### src/rtl/lcd_scan_pkg.sv
// Shared types for the LCD scan generator.
package lcd_scan_pkg;
    localparam int WORD_W = 16;
    localparam int BYTE_W = 8;
    typedef logic [WORD_W-1:0] word_t;
    typedef logic [BYTE_W-1:0] byte_t;
    typedef enum logic {UNP_EMPTY, UNP_HOLD} unp_state_e;
endpackage

### src/rtl/lcd_vtimer.sv
// Frame timer: counts clocks within a frame and decodes the vertical strobe.
// Assumes FRAME_CLK > VSYNC_CLK > 0. Starts counting in the cycle after en is sampled.
module lcd_vtimer #(
    parameter int FRAME_CLK = 294984,
    parameter int VSYNC_CLK = 3672
) (
    input  logic clk,
    input  logic rst_n,
    input  logic en,
    output logic v_on,
    output logic vs_act
);
    localparam int VW = $clog2(FRAME_CLK);
    localparam logic [VW-1:0] LAST = VW'(FRAME_CLK - 1);
    localparam logic [VW-1:0] VS_END = VW'(VSYNC_CLK);

    logic [VW-1:0] v_cnt;

    // Run flag and frame clock counter with wrap.
    always_ff @(posedge clk) begin
        if (!rst_n || !en) begin
            v_on  <= 1'b0;
            v_cnt <= '0;
        end else begin
            v_on <= 1'b1;
            if (v_on) v_cnt <= (v_cnt == LAST) ? '0 : v_cnt + 1'b1;
        end
    end

    // Vertical strobe while inside the first sync lines.
    always_comb vs_act = v_on && (v_cnt < VS_END);
endmodule

### src/rtl/lcd_htimer.sv
// Line timer: starts one clock after the frame timer, counts clocks in a line and
// lines in a frame, and decodes the horizontal strobe and the active window.
// Assumes H_START_CLK + H_ACT_CLK <= H_TOT_CLK and H_SYNC_CLK < H_TOT_CLK.
module lcd_htimer #(
    parameter int H_TOT_CLK  = 1224,
    parameter int H_SYNC_CLK = 90,
    parameter int H_START    = 204,
    parameter int H_ACT_CLK  = 960,
    parameter int V_BLANK    = 1,
    parameter int V_LINES    = 241
) (
    input  logic clk,
    input  logic rst_n,
    input  logic en,
    input  logic v_on,
    output logic h_on,
    output logic hs_act,
    output logic de_win
);
    localparam int HW = $clog2(H_TOT_CLK);
    localparam int LW = (V_LINES > 1) ? $clog2(V_LINES) : 1;
    localparam logic [HW-1:0] H_LAST   = HW'(H_TOT_CLK - 1);
    localparam logic [HW-1:0] HS_END   = HW'(H_SYNC_CLK);
    localparam logic [HW-1:0] ACT_LO   = HW'(H_START);
    localparam logic [HW-1:0] ACT_HI   = HW'(H_START + H_ACT_CLK - 1);
    localparam logic [LW-1:0] L_LAST   = LW'(V_LINES - 1);

    logic [HW-1:0] h_cnt;
    logic [LW-1:0] line;
    logic          vis_line;

    // Line clock and line counters, started one clock behind the frame timer.
    always_ff @(posedge clk) begin
        if (!rst_n || !en) begin
            h_on  <= 1'b0;
            h_cnt <= '0;
            line  <= '0;
        end else begin
            h_on <= v_on;
            if (h_on) begin
                if (h_cnt == H_LAST) begin
                    h_cnt <= '0;
                    line  <= (line == L_LAST) ? '0 : line + 1'b1;
                end else begin
                    h_cnt <= h_cnt + 1'b1;
                end
            end
        end
    end

    // Visible-line decode; no compare needed without blanking lines.
    generate
        if (V_BLANK == 0) begin : g_noblank
            assign vis_line = 1'b1;
        end else begin : g_blank
            assign vis_line = (line >= LW'(V_BLANK));
        end
    endgenerate

    // Strobe and active window decode.
    always_comb begin
        hs_act = h_on && (h_cnt < HS_END);
        de_win = h_on && vis_line && (h_cnt >= ACT_LO) && (h_cnt <= ACT_HI);
    end
endmodule

### src/rtl/lcd_byte_unpack.sv
// Word-to-byte unpacker: on each due clock emits the held high byte, or else takes
// a new word and emits its low byte, or else emits zero and flags underflow.
module lcd_byte_unpack
    import lcd_scan_pkg::*;
(
    input  logic  clk,
    input  logic  rst_n,
    input  logic  en,
    input  logic  due,
    input  word_t in_data,
    input  logic  in_valid,
    output logic  in_ready,
    output byte_t byte_out,
    output logic  underflow
);
    unp_state_e state;
    byte_t      hi_byte;

    // Ready and output byte selection.
    always_comb begin
        in_ready = due && (state == UNP_EMPTY);
        if (!due)                   byte_out = '0;
        else if (state == UNP_HOLD) byte_out = hi_byte;
        else if (in_valid)          byte_out = in_data[BYTE_W-1:0];
        else                        byte_out = '0;
    end

    // Holding register, state and sticky underflow.
    always_ff @(posedge clk) begin
        if (!rst_n) begin
            state     <= UNP_EMPTY;
            hi_byte   <= '0;
            underflow <= 1'b0;
        end else if (!en) begin
            state <= UNP_EMPTY;
        end else if (due) begin
            if (state == UNP_HOLD) begin
                state <= UNP_EMPTY;
            end else if (in_valid) begin
                hi_byte <= in_data[WORD_W-1:BYTE_W];
                state   <= UNP_HOLD;
            end else begin
                underflow <= 1'b1;
            end
        end
    end
endmodule

### src/rtl/lcd_scan_gen.sv
// LCD sync and byte-serial pixel generator top. Fixed timing by parameters; all
// outputs decode registered state. Vertical timing starts one clock ahead.
module lcd_scan_gen #(
    parameter int H_ACT_PIX     = 320,
    parameter int H_TOT_PIX     = 408,
    parameter int BYTES_PER_PIX = 3,
    parameter int H_SYNC_CLK    = 90,
    parameter int H_START_CLK   = 204,
    parameter int V_BLANK_LINES = 1,
    parameter int V_VIS_LINES   = 240,
    parameter int V_SYNC_LINES  = 3
) (
    input  logic        clk,
    input  logic        rst_n,
    input  logic        en,
    input  logic [15:0] in_data,
    input  logic        in_valid,
    output logic        in_ready,
    output logic        hs_n,
    output logic        vs_n,
    output logic        de,
    output logic [7:0]  pix_byte,
    output logic        underflow
);
    localparam int H_ACT_CLK = H_ACT_PIX * BYTES_PER_PIX;
    localparam int H_TOT_CLK = H_TOT_PIX * BYTES_PER_PIX;
    localparam int V_LINES   = V_BLANK_LINES + V_VIS_LINES;
    localparam int FRAME_CLK = V_LINES * H_TOT_CLK;
    localparam int VSYNC_CLK = V_SYNC_LINES * H_TOT_CLK;

    logic v_on, vs_act, h_on, hs_act, de_win;

    lcd_vtimer #(.FRAME_CLK(FRAME_CLK), .VSYNC_CLK(VSYNC_CLK)) u_vt (
        .clk(clk), .rst_n(rst_n), .en(en), .v_on(v_on), .vs_act(vs_act)
    );

    lcd_htimer #(
        .H_TOT_CLK(H_TOT_CLK), .H_SYNC_CLK(H_SYNC_CLK), .H_START(H_START_CLK),
        .H_ACT_CLK(H_ACT_CLK), .V_BLANK(V_BLANK_LINES), .V_LINES(V_LINES)
    ) u_ht (
        .clk(clk), .rst_n(rst_n), .en(en), .v_on(v_on),
        .h_on(h_on), .hs_act(hs_act), .de_win(de_win)
    );

    lcd_byte_unpack u_unp (
        .clk(clk), .rst_n(rst_n), .en(en), .due(de_win),
        .in_data(in_data), .in_valid(in_valid), .in_ready(in_ready),
        .byte_out(pix_byte), .underflow(underflow)
    );

    // Active-low strobes and data enable.
    always_comb begin
        hs_n = ~hs_act;
        vs_n = ~vs_act;
        de   = de_win;
    end
endmodule

### config.mk
export PLATFORM = sky130hd
export DESIGN_NAME = lcd_scan_gen
export DESIGN_NICKNAME = d
export VERILOG_FILES = /design/src/rtl/lcd_scan_pkg.sv /design/src/rtl/lcd_vtimer.sv /design/src/rtl/lcd_htimer.sv /design/src/rtl/lcd_byte_unpack.sv /design/src/rtl/lcd_scan_gen.sv
export SDC_FILE = /design/constraint.sdc
export NUM_CORES = 1
export LEC_CHECK = 0
export BUFFER_PORTS_ARGS = -buffer_cell sky130_fd_sc_hd__clkbuf_2
export CAP_MARGIN = 20
export CORE_ASPECT_RATIO = 1.1
export CORE_UTILIZATION = 57
export CTS_CLUSTER_DIAMETER = 40
export CTS_CLUSTER_SIZE = 16
export DETAILED_ROUTE_END_ITERATION = 16
export GPL_ROUTABILITY_DRIVEN = 0
export HOLD_SLACK_MARGIN = 0.12
export PLACE_DENSITY = 0.88
export SYNTH_ARGS = -nofsm -noshare
export SYNTH_HDL_FRONTEND = slang
export SYNTH_SLANG_ARGS = --single-unit
### constraint.sdc
create_clock -name clk -period 2.3 [get_ports clk]
set_input_delay 0.115 -clock clk [delete_from_list [all_inputs] [get_ports clk]]
set_output_delay 0.115 -clock clk [all_outputs]
set_load 0.01 [all_outputs]
==> flow_metrics.py, run 1 <==
metrics = {
    "setup_path": {
        "startpoint": "u_ht.h_cnt[5]",
        "slowest_stage": "or4_4",
        "cp-start-kind": "flip-flop",
        "crit_path_cell_trace": "or4_4 -> o311ai_4 -> o211ai_2 -> buf_6 -> nor2_2 -> clkbuf_2",
        "cp-end-kind": "primary output",
        "cp_max_fo": 8,
        "critPathRequiredTime_ps": 2180,
        "r2r-end": "u_unp.hi_byte[1]",
        "ff2ff_path_depth": 7,
        "worstSetupPathType": "reg2out",
        "crit_end": "pix_byte[4]",
        "r2r_slack_ps": 100,
        "arrival_ps": 2100,
        "cpPeakStageDelay_ps": 590,
        "timing.rr.start": "u_ht.h_cnt[5]",
    },
    "grt": {
        "grt_pass1_wl_mm": 8.75,
        "overflow": 0,
        "grt_antenna_before_repair": 0,
        "grtUsageTotal": 0.245,
        "grt_max_degree": 20,
        "first_global_vias": 2021,
    },
    "yosys": {
        "yosysUniqueCellTypes": 38,
        "synth-compound-area-share": 0.0751,
        "yosys-mux-area-fraction": 0.0446,
        "yosysMostFrequentCell": "nor2_1",
        "yosys.area_share.simple": 0.293,
        "synth_seq_cells": 50,
        "synth_cells": 293,
        "synthXorXnorAreaFrac": 0.117,
        "seq_area_frac_synth": 0.406,
        "synth_fa_ha_area_frac": 0.0355,
        "synth.net_count": 320,
        "synth_top_family_by_area": "simple AND/OR/NAND/NOR gates",
        "yosys-top-cells-count": "nor2_1 (54), dfxtp_1 (50), nand2_1 (38)",
        "syn-cell-area_um2": 2470,
        "synth_area_leaders": "dfxtp_1 (41%), nor2_1 (8.2%), xor2_1 (8.2%)",
        "synth_top_cell_by_area": "dfxtp_1",
        "async_flop_share": 0,
        "yosysWarningCount": 0,
        "synth-main-ff-cell": "dfxtp_1",
        "synth_area_per_cell_um2": 8.42,
        "synth_top_cell_area_share": 0.406,
        "synth_edf_count": 0,
    },
    "sta": {
        "fin_crit_sh": 0.961,
        "fmax_mhz": 452,
        "fin_crit_ps": 2210,
        "rsz0062_at_grt": "no",
        "postLayoutSetupSlackWorst_ps": 88.9,
        "hold_violations": 0,
        "tightest_slew_ps": 665,
        "fin_skew_ps": 13.4,
        "maxSlewViolCount": 0,
        "tns_ps": 0,
        "setup_violations": 0,
        "slew_headroom": 0.553,
    },
    "placement": {
        "hpwl_mm": 3.68,
        "pre_cts_slack_ps": 205,
        "dpl-instance-area_um2": 2700,
        "io_buffers": 32,
    },
    "status": {
        "outcome": "finished, final reports clean",
    },
    "cts": {
        "root_buffer": "clkbuf_8",
        "h-tree-depth": 2,
        "cts_buffers": 5,
        "clkLatencyLatePin_ps": 320,
        "clkTransAtPathRegs_ps": 100,
        "cts_num_sinks": 50,
        "clock_path_buffers": 2,
        "cts_tree": "done",
    },
    "drt": {
        "drt-total-wl_mm": 5.43,
        "drtIter0Drc": 148,
        "vias": 2153,
        "routedWlPerCell_um": 13.8,
        "viasPerCell": 5.49,
        "post-route-drc-count": 0,
        "dr.pass1.iters": 4,
        "drtAntennaViolNets": 0,
    },
    "run": {
        "maxCapViolations": 0,
    },
    "final_layout": {
        "final_area_um2": 2960,
        "regArea_um2": 1000,
        "drive_gt1_frac": 0.171,
        "fin_nets": 366,
        "antenna_cells": 0,
        "area_delta_synth_final_pct": 20.2,
        "multi_input_area_um2": 1420,
        "fill_cells": 292,
    },
    "floorplan": {
        "dieWidth_um": 64.7,
        "die_area_um2": 4590,
        "pin_count": 33,
        "initial_core_util": 0.608,
        "rows": 24,
        "fp.dieH_um": 71.0,
        "design.core.area_um2": 4050,
    },
    "power_and_ir_drop": {
        "cellPowerDensity_nw_per_um2": 536,
        "p_leak_nw": 1.11,
        "vdd_drop_max_uv": 412,
    },
    "min_path": {
        "hold_path.class": "in2reg",
    },
}
power breakdown:
group          switching [mW]  internal, mW
Combinational          0.0377        0.0357
Sequential            0.00365         0.866
Clock                   0.315         0.331
cell families after synthesis:
family,after synthesis
xor gates and xnor gates,33
DFF,50
AOI/OAI and AO/OA,25
muxes,11
adders and majority gates,7
buffers and inverters,19
and+or+nand+nor,148
routing by layer:
layer	part of all wire	global-route usage	vias up
met5	0	0	-
met4	0.028	0.133	0
met3	0.024	0.0419	14
met2	0.54	0.433	35
met1	0.41	0.277	1009
li1	-	-	1095
cell usage in the layout, fill, tap and decap left out, types with 2 or more instances in the layout:
cell and instances:
nor2_1 53, dfxtp_1 49, nand2_1 38, clkbuf_2 31, xor2_1 23, nand3_1 13, nand4_1 11, mux2i_1 11
xnor2_1 10, dlygate4sd3_1 10, a22oi_1 8, buf_4 8, ha_1 7, inv_1 6, nor3_1 6, o21ai_0 6
and3_1 6, clkbuf_8 5, nor2b_1 3, and4_1 3, or3_1 2, nor4b_1 2, nor4_1 2, a21oi_1 2
nand2b_1 2
critical path, delay by kind of cell (launching register included):
kind,cells,cell delay (ps)
AND/OR/NAND/NOR,2,710
flip-flops,1,380
AO/OA/AOI/OAI,2,390
buffers and inverters,2,300
worst min path at each step:
stage                   from                to  slack, ps  cells after the start
floorplan           in_valid   u_unp.underflow        220                      1
finish                 rst_n  u_unp.hi_byte[2]        250                      3
global placement    in_valid   u_unp.underflow        340                      2
detailed placement  in_valid   u_unp.underflow        340                      2
global route           rst_n  u_unp.hi_byte[3]        290                      3
CTS                    rst_n  u_unp.hi_byte[2]        240                      3
per-stage QoR:
stage               cells  power (mW)  hold slack (ps)   util
floorplan             293       0.922              221      -
global placement      372       0.948              337  0.666
detailed placement    372       0.949              340  0.666
CTS                   390        1.60              243  0.721
global route          392        1.65              290  0.731
finish                392        1.59              253  0.731
final cells by class:
type | count | share of cell area
flip-flops and latches | 50 | 0.339
clock inverters | 3 | 0.0165
well taps | 52 | 0.0220
inverters | 7 | 0.00886
repair buffers | 51 | 0.112
clock buffers | 5 | 0.0232
multi-input cells | 224 | 0.479
registers in the layout (all words and copies together), names as in the netlist:
signal           flops
u_ht.h_cnt          11
u_unp.state          1
u_vt.v_cnt          19
u_ht.line            8
u_ht.h_on            1
u_unp.underflow      1
u_unp.hi_byte        8
u_vt.v_on            1
what timing repair did:
item / CTS / global route
pin swaps: 0 / 3
gates resized for setup: 2 / 7
hold buffers: 10 / 0
endpoints found under the hold margin: 10 / 0
gates cloned: 0 / 1
setup buffers: 0 / 1
endpoints found under the setup margin: 9 / 10
No activity file was read; power rests on OpenSTA's default activity.
==> run 2, diff against run 1 <==
Settings changed: ABC_AREA from default to 1, CORE_UTILIZATION 57 to 58, PLACE_DENSITY 0.88 to 0.89.
==> run 2 against run 1 <==
Non-clock buffer count decreased by 7. Worst hold slack worse by 110 ps. Clock power fell by 3%. Largest cell class unchanged. Highest routed layer unchanged.
==> flow_metrics.py, run 2 <==
metrics = {
    "power_and_ir_drop": {
        "netSwitchingFraction": 0.219,
        "p_leak_nw": 1.33,
        "clockPowerShare": 0.400,
        "p_int_mw": 1.23,
        "power.switching_uw": 345,
        "cellPowerDensity_nw_per_um2": 500,
        "vdd_drop_max_uv": 338,
        "comb_power_share": 0.045,
        "power_frac_seq": 0.555,
    },
    "final_layout": {
        "final_area_um2": 3140,
        "largest-register": "u_vt.v_cnt",
        "fill_cells": 363,
        "final_cell_mix": "nand2_1 (83), nor2_1 (80), inv_1 (59), dfxtp_1 (49), clkbuf_2 (32)",
        "largest_registers": "u_vt.v_cnt: 19 flops, u_ht.h_cnt: 11 flops",
        "area_delta_synth_final_pct": 15.2,
        "final_common_cell": "nand2_1",
        "fin_nets": 480,
        "multi_input_area_um2": 1450,
        "regArea_um2": 1000,
        "largest_reg_flops": 19,
        "drive_gt1_frac": 0.119,
        "antenna_cells": 0,
    },
    "sta": {
        "fmax_mhz": 485,
        "slew_headroom": 0.729,
        "fin_crit_ps": 2060,
        "tns_ps": 0,
        "maxSlewViolCount": 0,
        "rsz0062_at_grt": "no",
        "tightest_slew_ps": 403,
        "setup_violations": 0,
        "fin_crit_sh": 0.897,
        "hold_violations": 0,
        "fin_skew_ps": 4.85,
    },
    "floorplan": {
        "dieWidth_um": 67.4,
        "rows": 25,
        "pin_count": 33,
        "fp.dieH_um": 73.9,
        "initial_core_util": 0.618,
        "die_area_um2": 4980,
        "design.core.area_um2": 4410,
    },
    "drt": {
        "dr.pass1.iters": 5,
        "post-route-drc-count": 0,
        "drt-total-wl_mm": 5.68,
        "drtAntennaViolNets": 0,
        "vias": 2650,
        "drtIter0Drc": 211,
        "routedWlPerCell_um": 11.2,
        "viasPerCell": 5.22,
    },
    "cts": {
        "clkLatencyLatePin_ps": 310,
        "h-tree-depth": 2,
        "clkTransAtPathRegs_ps": 90,
        "cts_buffers": 5,
        "cts_tree": "done",
        "root_buffer": "clkbuf_8",
        "cts_num_sinks": 50,
        "clock_path_buffers": 2,
    },
    "yosys": {
        "yosysWarningCount": 0,
        "seq_area_frac_synth": 0.367,
        "yosys-top-cells-count": "nand2_1 (83), nor2_1 (80), inv_1 (59)",
        "synth_top_cell_by_area": "dfxtp_1",
        "synth_top_cell_area_share": 0.367,
        "synth_area_leaders": "dfxtp_1 (37%), nand2_1 (11%), nor2_1 (11%)",
        "synth.net_count": 435,
        "synth_seq_cells": 50,
        "synth_edf_count": 0,
        "synth-main-ff-cell": "dfxtp_1",
        "async_flop_share": 0,
        "synth_area_per_cell_um2": 6.68,
        "syn-cell-area_um2": 2730,
        "synth_cells": 408,
        "yosysMostFrequentCell": "nand2_1",
        "yosysUniqueCellTypes": 34,
    },
    "grt": {
        "first_global_vias": 2385,
        "grt_antenna_before_repair": 0,
        "overflow": 0,
        "grtUsageTotal": 0.250,
        "grt_max_degree": 19,
        "grt_pass1_wl_mm": 9.61,
    },
    "placement": {
        "io_buffers": 32,
        "dpl-instance-area_um2": 2930,
        "hpwl_mm": 4.09,
    },
    "setup_path": {
        "worstSetupPathType": "reg2out",
        "r2r_slack_ps": 490,
        "arrival_ps": 1950,
        "critPathRequiredTime_ps": 2180,
        "cp_max_fo": 18,
        "cp-start-kind": "flip-flop",
        "cp-end-kind": "primary output",
    },
    "min_path": {
        "hold_path.class": "in2reg",
    },
    "run": {
        "maxCapViolations": 0,
    },
    "status": {
        "outcome": "finished, final reports clean",
    },
}
-- run 2: cell types whose count changed in the layout (fill, tap and decap cells not counted), sizes merged, moves of 7 or more --
| cell | delta |
|---|---|
| inv | +55 |
| mux2i | -11 |
| a22oi | -8 |
| nor3 | +13 |
| buf | -7 |
| nand3 | +17 |
| xor2 | -8 |
| a21oi | +10 |
| nand2 | +48 |
| nor2 | +27 |
| xnor2 | -9 |
-- run 2: final cells by class --
type / instances / area share
flip-flops and latches: 50 / 0.319
clock buffers: 5 / 0.0219
clock inverters: 3 / 0.0139
well taps: 54 / 0.0215
multi-input cells: 289 / 0.461
inverters: 63 / 0.0761
repair buffers: 44 / 0.0869
-- run 2: cell families (layout without fill, tap and decap cells) --
family                     after synthesis  count (layout)  share of synthesized area
AOI/OAI and AO/OA                       28              28                     0.0606
xor gates and xnor gates                16              16                     0.0514
adders and majority gates                7               7                     0.0321
buffers and inverters                   69             115                      0.102
DFF                                     50              50                      0.367
and+or+nand+nor                        238             238                      0.386
-- run 2: final timing paths --
kind,to,startpoint,depth (start not counted)
min reg2reg,u_unp.underflow,u_unp.underflow,2
max reg2reg,u_ht.line[5],u_ht.h_on,7
max,pix_byte[2],u_ht.h_cnt[1],10
min,u_unp.underflow,en,3
-- run 2: timing repair --
action | in CTS | in global routing
endpoints found under the hold margin | 9 | 0
resized for setup | 0 | 3
setup buffers | 0 | 0
endpoints found under the setup margin | 0 | 8
hold buffers | 9 | 0
-- run 2: power by group through the flow --
stage                     clock network (mW)  registers, mW  logic, mW
after floorplan                            0          0.890     0.0301
after global placement                     0          0.892     0.0578
after detailed placement                   0          0.893     0.0578
after CTS                              0.639          0.873     0.0703
after global routing                   0.676          0.873     0.0787
final                                  0.628          0.872     0.0707
-- run 2: worst max-delay path, stage by stage (launching register included) --
cell	delay, ps
dfxtp_1	400
ha_1	210
inv_1	80
nor3_1	150
nand3_1	120
nand2_2	120
nand2_2	90
inv_4	150
nand3_1	100
nand2_1	80
clkbuf_2	130
-- run 2: metrics by stage --
stage | hold WS, ps | cells | total power, mW | worst slack [ps] | utilization
global route | 139 | 508 | 1.63 | 38.9 | 0.712
CTS | 139 | 508 | 1.58 | 117 | 0.711
detailed placement | 352 | 491 | 0.951 | 466 | 0.665
global placement | 336 | 491 | 0.950 | 535 | 0.665
finish | 139 | 508 | 1.57 | 238 | 0.712
floorplan | 250 | 408 | 0.920 | 689 | -
-- run 2: per-layer routing --
| layer | vias to the layer above | GRT usage | wire length, µm |
|---|---|---|---|
| met5 | - | 0 | 0 |
| met1 | 1192 | 0.307 | 2600 |
| li1 | 1383 | - | - |
| met3 | 7 | 0.0497 | 256 |
| met4 | 0 | 0.0851 | 84 |
| met2 | 68 | 0.432 | 2740 |
==> run 3, diff against run 2 <==
==> constraint.sdc (replaced) <==
create_clock -name clk -period 2.3 [get_ports clk]
set_input_delay 0.46 -clock clk [delete_from_list [all_inputs] [get_ports clk]]
set_output_delay 0.46 -clock clk [all_outputs]
set_load 0.01 [all_outputs]
==> run 3 against run 2 <==
The flow now finishes with violations (setup timing). First-iteration DRC count up 12%. Critical path type unchanged. Cell count down 0.20%. Power up 7.6%. Fmax down 13%. Largest power group unchanged. Combinational power down 16%. Worst setup slack worse by 320 ps. Final area up 4.1%. Die area unchanged. Count of clock-buffer cells in the layout up 1. Worst hold slack better by 240 ps. Register-to-register slack about the same. Clock power up 21%.
==> flow_metrics.py, run 3 (synthesis gave the netlist of run 2 again) <==
metrics = {
    "status": {
        "outcome": "finished, violations left",
        "failed_checks": "setup timing",
    },
    "grt": {
        "grt_antenna_before_repair": 0,
        "grt_max_degree": 19,
        "grtUsageTotal": 0.248,
        "first_global_vias": 2329,
        "grt_pass1_wl_mm": 9.58,
        "overflow": 0,
    },
    "sta": {
        "postLayoutSetupSlackWorst_ps": -81.1,
        "fmax_mhz": 420,
        "fin_crit_ps": 2380,
        "tightest_slew_ps": 524,
        "holdWs_ps": 377,
        "maxSlewViolCount": 0,
        "slew_headroom": 0.650,
        "fin_skew_ps": 13.1,
        "setup_violations": 8,
        "hold_violations": 0,
        "rsz0062_at_grt": "yes",
        "fin_crit_sh": 1.04,
        "tns_ps": -247,
    },
    "floorplan": {
        "initial_core_util": 0.618,
        "design.core.area_um2": 4410,
        "rows": 25,
        "fp.dieH_um": 73.9,
        "pin_count": 33,
        "die_area_um2": 4980,
        "dieWidth_um": 67.4,
    },
    "final_layout": {
        "final_cell_mix": "nand2_1 (82), nor2_1 (78), inv_1 (56), dfxtp_1 (41), clkbuf_2 (26)",
        "fill_cells": 322,
        "drive_gt1_frac": 0.196,
        "antenna_cells": 0,
        "largest_registers": "u_vt.v_cnt: 19 flops, u_ht.h_cnt: 11 flops",
        "fin_nets": 479,
        "area_delta_synth_final_pct": 20.0,
        "final_area_um2": 3270,
        "largest_reg_flops": 19,
        "final_common_cell": "nand2_1",
        "largest-register": "u_vt.v_cnt",
    },
    "cts": {
        "clkTransAtPathRegs_ps": 90,
        "clkLatencyLatePin_ps": 310,
        "cts_buffers": 5,
        "cts_tree": "done",
        "root_buffer": "clkbuf_8",
        "cts_num_sinks": 50,
        "clock_path_buffers": 2,
        "h-tree-depth": 2,
        "hold_buffers": 0,
    },
    "min_path": {
        "holdCritStartpoint": "in_data[14]",
        "holdPathStages": 3,
        "hold_path.class": "in2reg",
        "worstHoldEndpoint": "u_unp.hi_byte[6]",
    },
    "setup_path": {
        "cp-start-kind": "flip-flop",
        "ff2ff_path_depth": 7,
        "r2r-end": "u_ht.line[2]",
        "worstSetupPathType": "reg2out",
        "arrival_ps": 1920,
        "cp-end-kind": "primary output",
        "startpoint": "u_ht.line[0]",
        "cp_max_fo": 5,
        "critPathRequiredTime_ps": 1840,
        "r2r_slack_ps": 500,
        "timing.rr.start": "u_ht.h_on",
    },
    "drt": {
        "dr.pass1.iters": 5,
        "drtIter0Drc": 236,
        "drt-total-wl_mm": 6.52,
        "drtAntennaViolNets": 0,
        "post-route-drc-count": 0,
        "vias": 2768,
        "routedWlPerCell_um": 12.9,
        "viasPerCell": 5.46,
    },
    "placement": {
        "io_buffers": 32,
        "hpwl_mm": 4.08,
        "dpl-instance-area_um2": 2930,
    },
    "power_and_ir_drop": {
        "vdd_drop_max_uv": 299,
        "cellPowerDensity_nw_per_um2": 517,
        "p_leak_nw": 1.36,
    },
    "run": {
        "maxCapViolations": 0,
    },
}
-- run 3: what timing repair did --
item / in CTS / in global routing
pin swaps: 0 / 12
setup buffers: 1 / 5
setup endpoints to repair: 9 / 10
cloned: 1 / 2
resized for setup: 7 / 46
-- run 3: layout make-up --
| class | count | area, µm² | area share |
|---|---|---|---|
| clock buffers | 6 | 82.6 | 0.0252 |
| clock inverters | 2 | 60.1 | 0.0184 |
| inverters | 63 | 246 | 0.0754 |
| multi-input cells | 289 | 1550 | 0.473 |
| flip-flops and latches | 50 | 1020 | 0.312 |
| well taps | 54 | 67.6 | 0.0207 |
| repair buffers | 40 | 226 | 0.0692 |
| repair inverters | 3 | 21.3 | 0.00650 |
-- run 3: worst max path at each step --
stage	to	slack, ps
2_1_floorplan	pix_byte[4]	340
3_3_place_gp	pix_byte[2]	200
3_5_place_dp	pix_byte[2]	140
4_1_cts	pix_byte[1]	2
5_1_grt	in_ready	-210
6_report	in_ready	-80
-- run 3: per-layer routing --
layer	share of wire	GRT usage
met5	0	0
met4	0.023	0.116
met3	0.047	0.0450
met2	0.50	0.428
met1	0.43	0.296
-- run 3: where the power goes --
group	internal, mW	switching, mW
Sequential	0.865	0.00469
Clock	0.464	0.298
Combinational	0.0217	0.0379
-- run 3: through the flow --
stage                     setup WS [ps]  std cells   util  total power, mW
after floorplan                     344        408      -            0.920
after global placement              204        490  0.664            0.949
after detailed placement            138        490  0.664            0.949
after CTS                          1.75        500  0.702             1.70
after global routing               -208        507  0.742             1.74
final                             -81.1        507  0.742             1.69
-- run 3: critical path, cell delays in order (launching register included) --
cell and delay (ps):
dfxtp_4 390, inv_2 60, ha_4 150, nand2_1 70
nor2_1 40, nand2_1 120, nand2_2 80, nor2_4 150
nand2_4 120, buf_4 160, nor2_1 110, buf_2 170
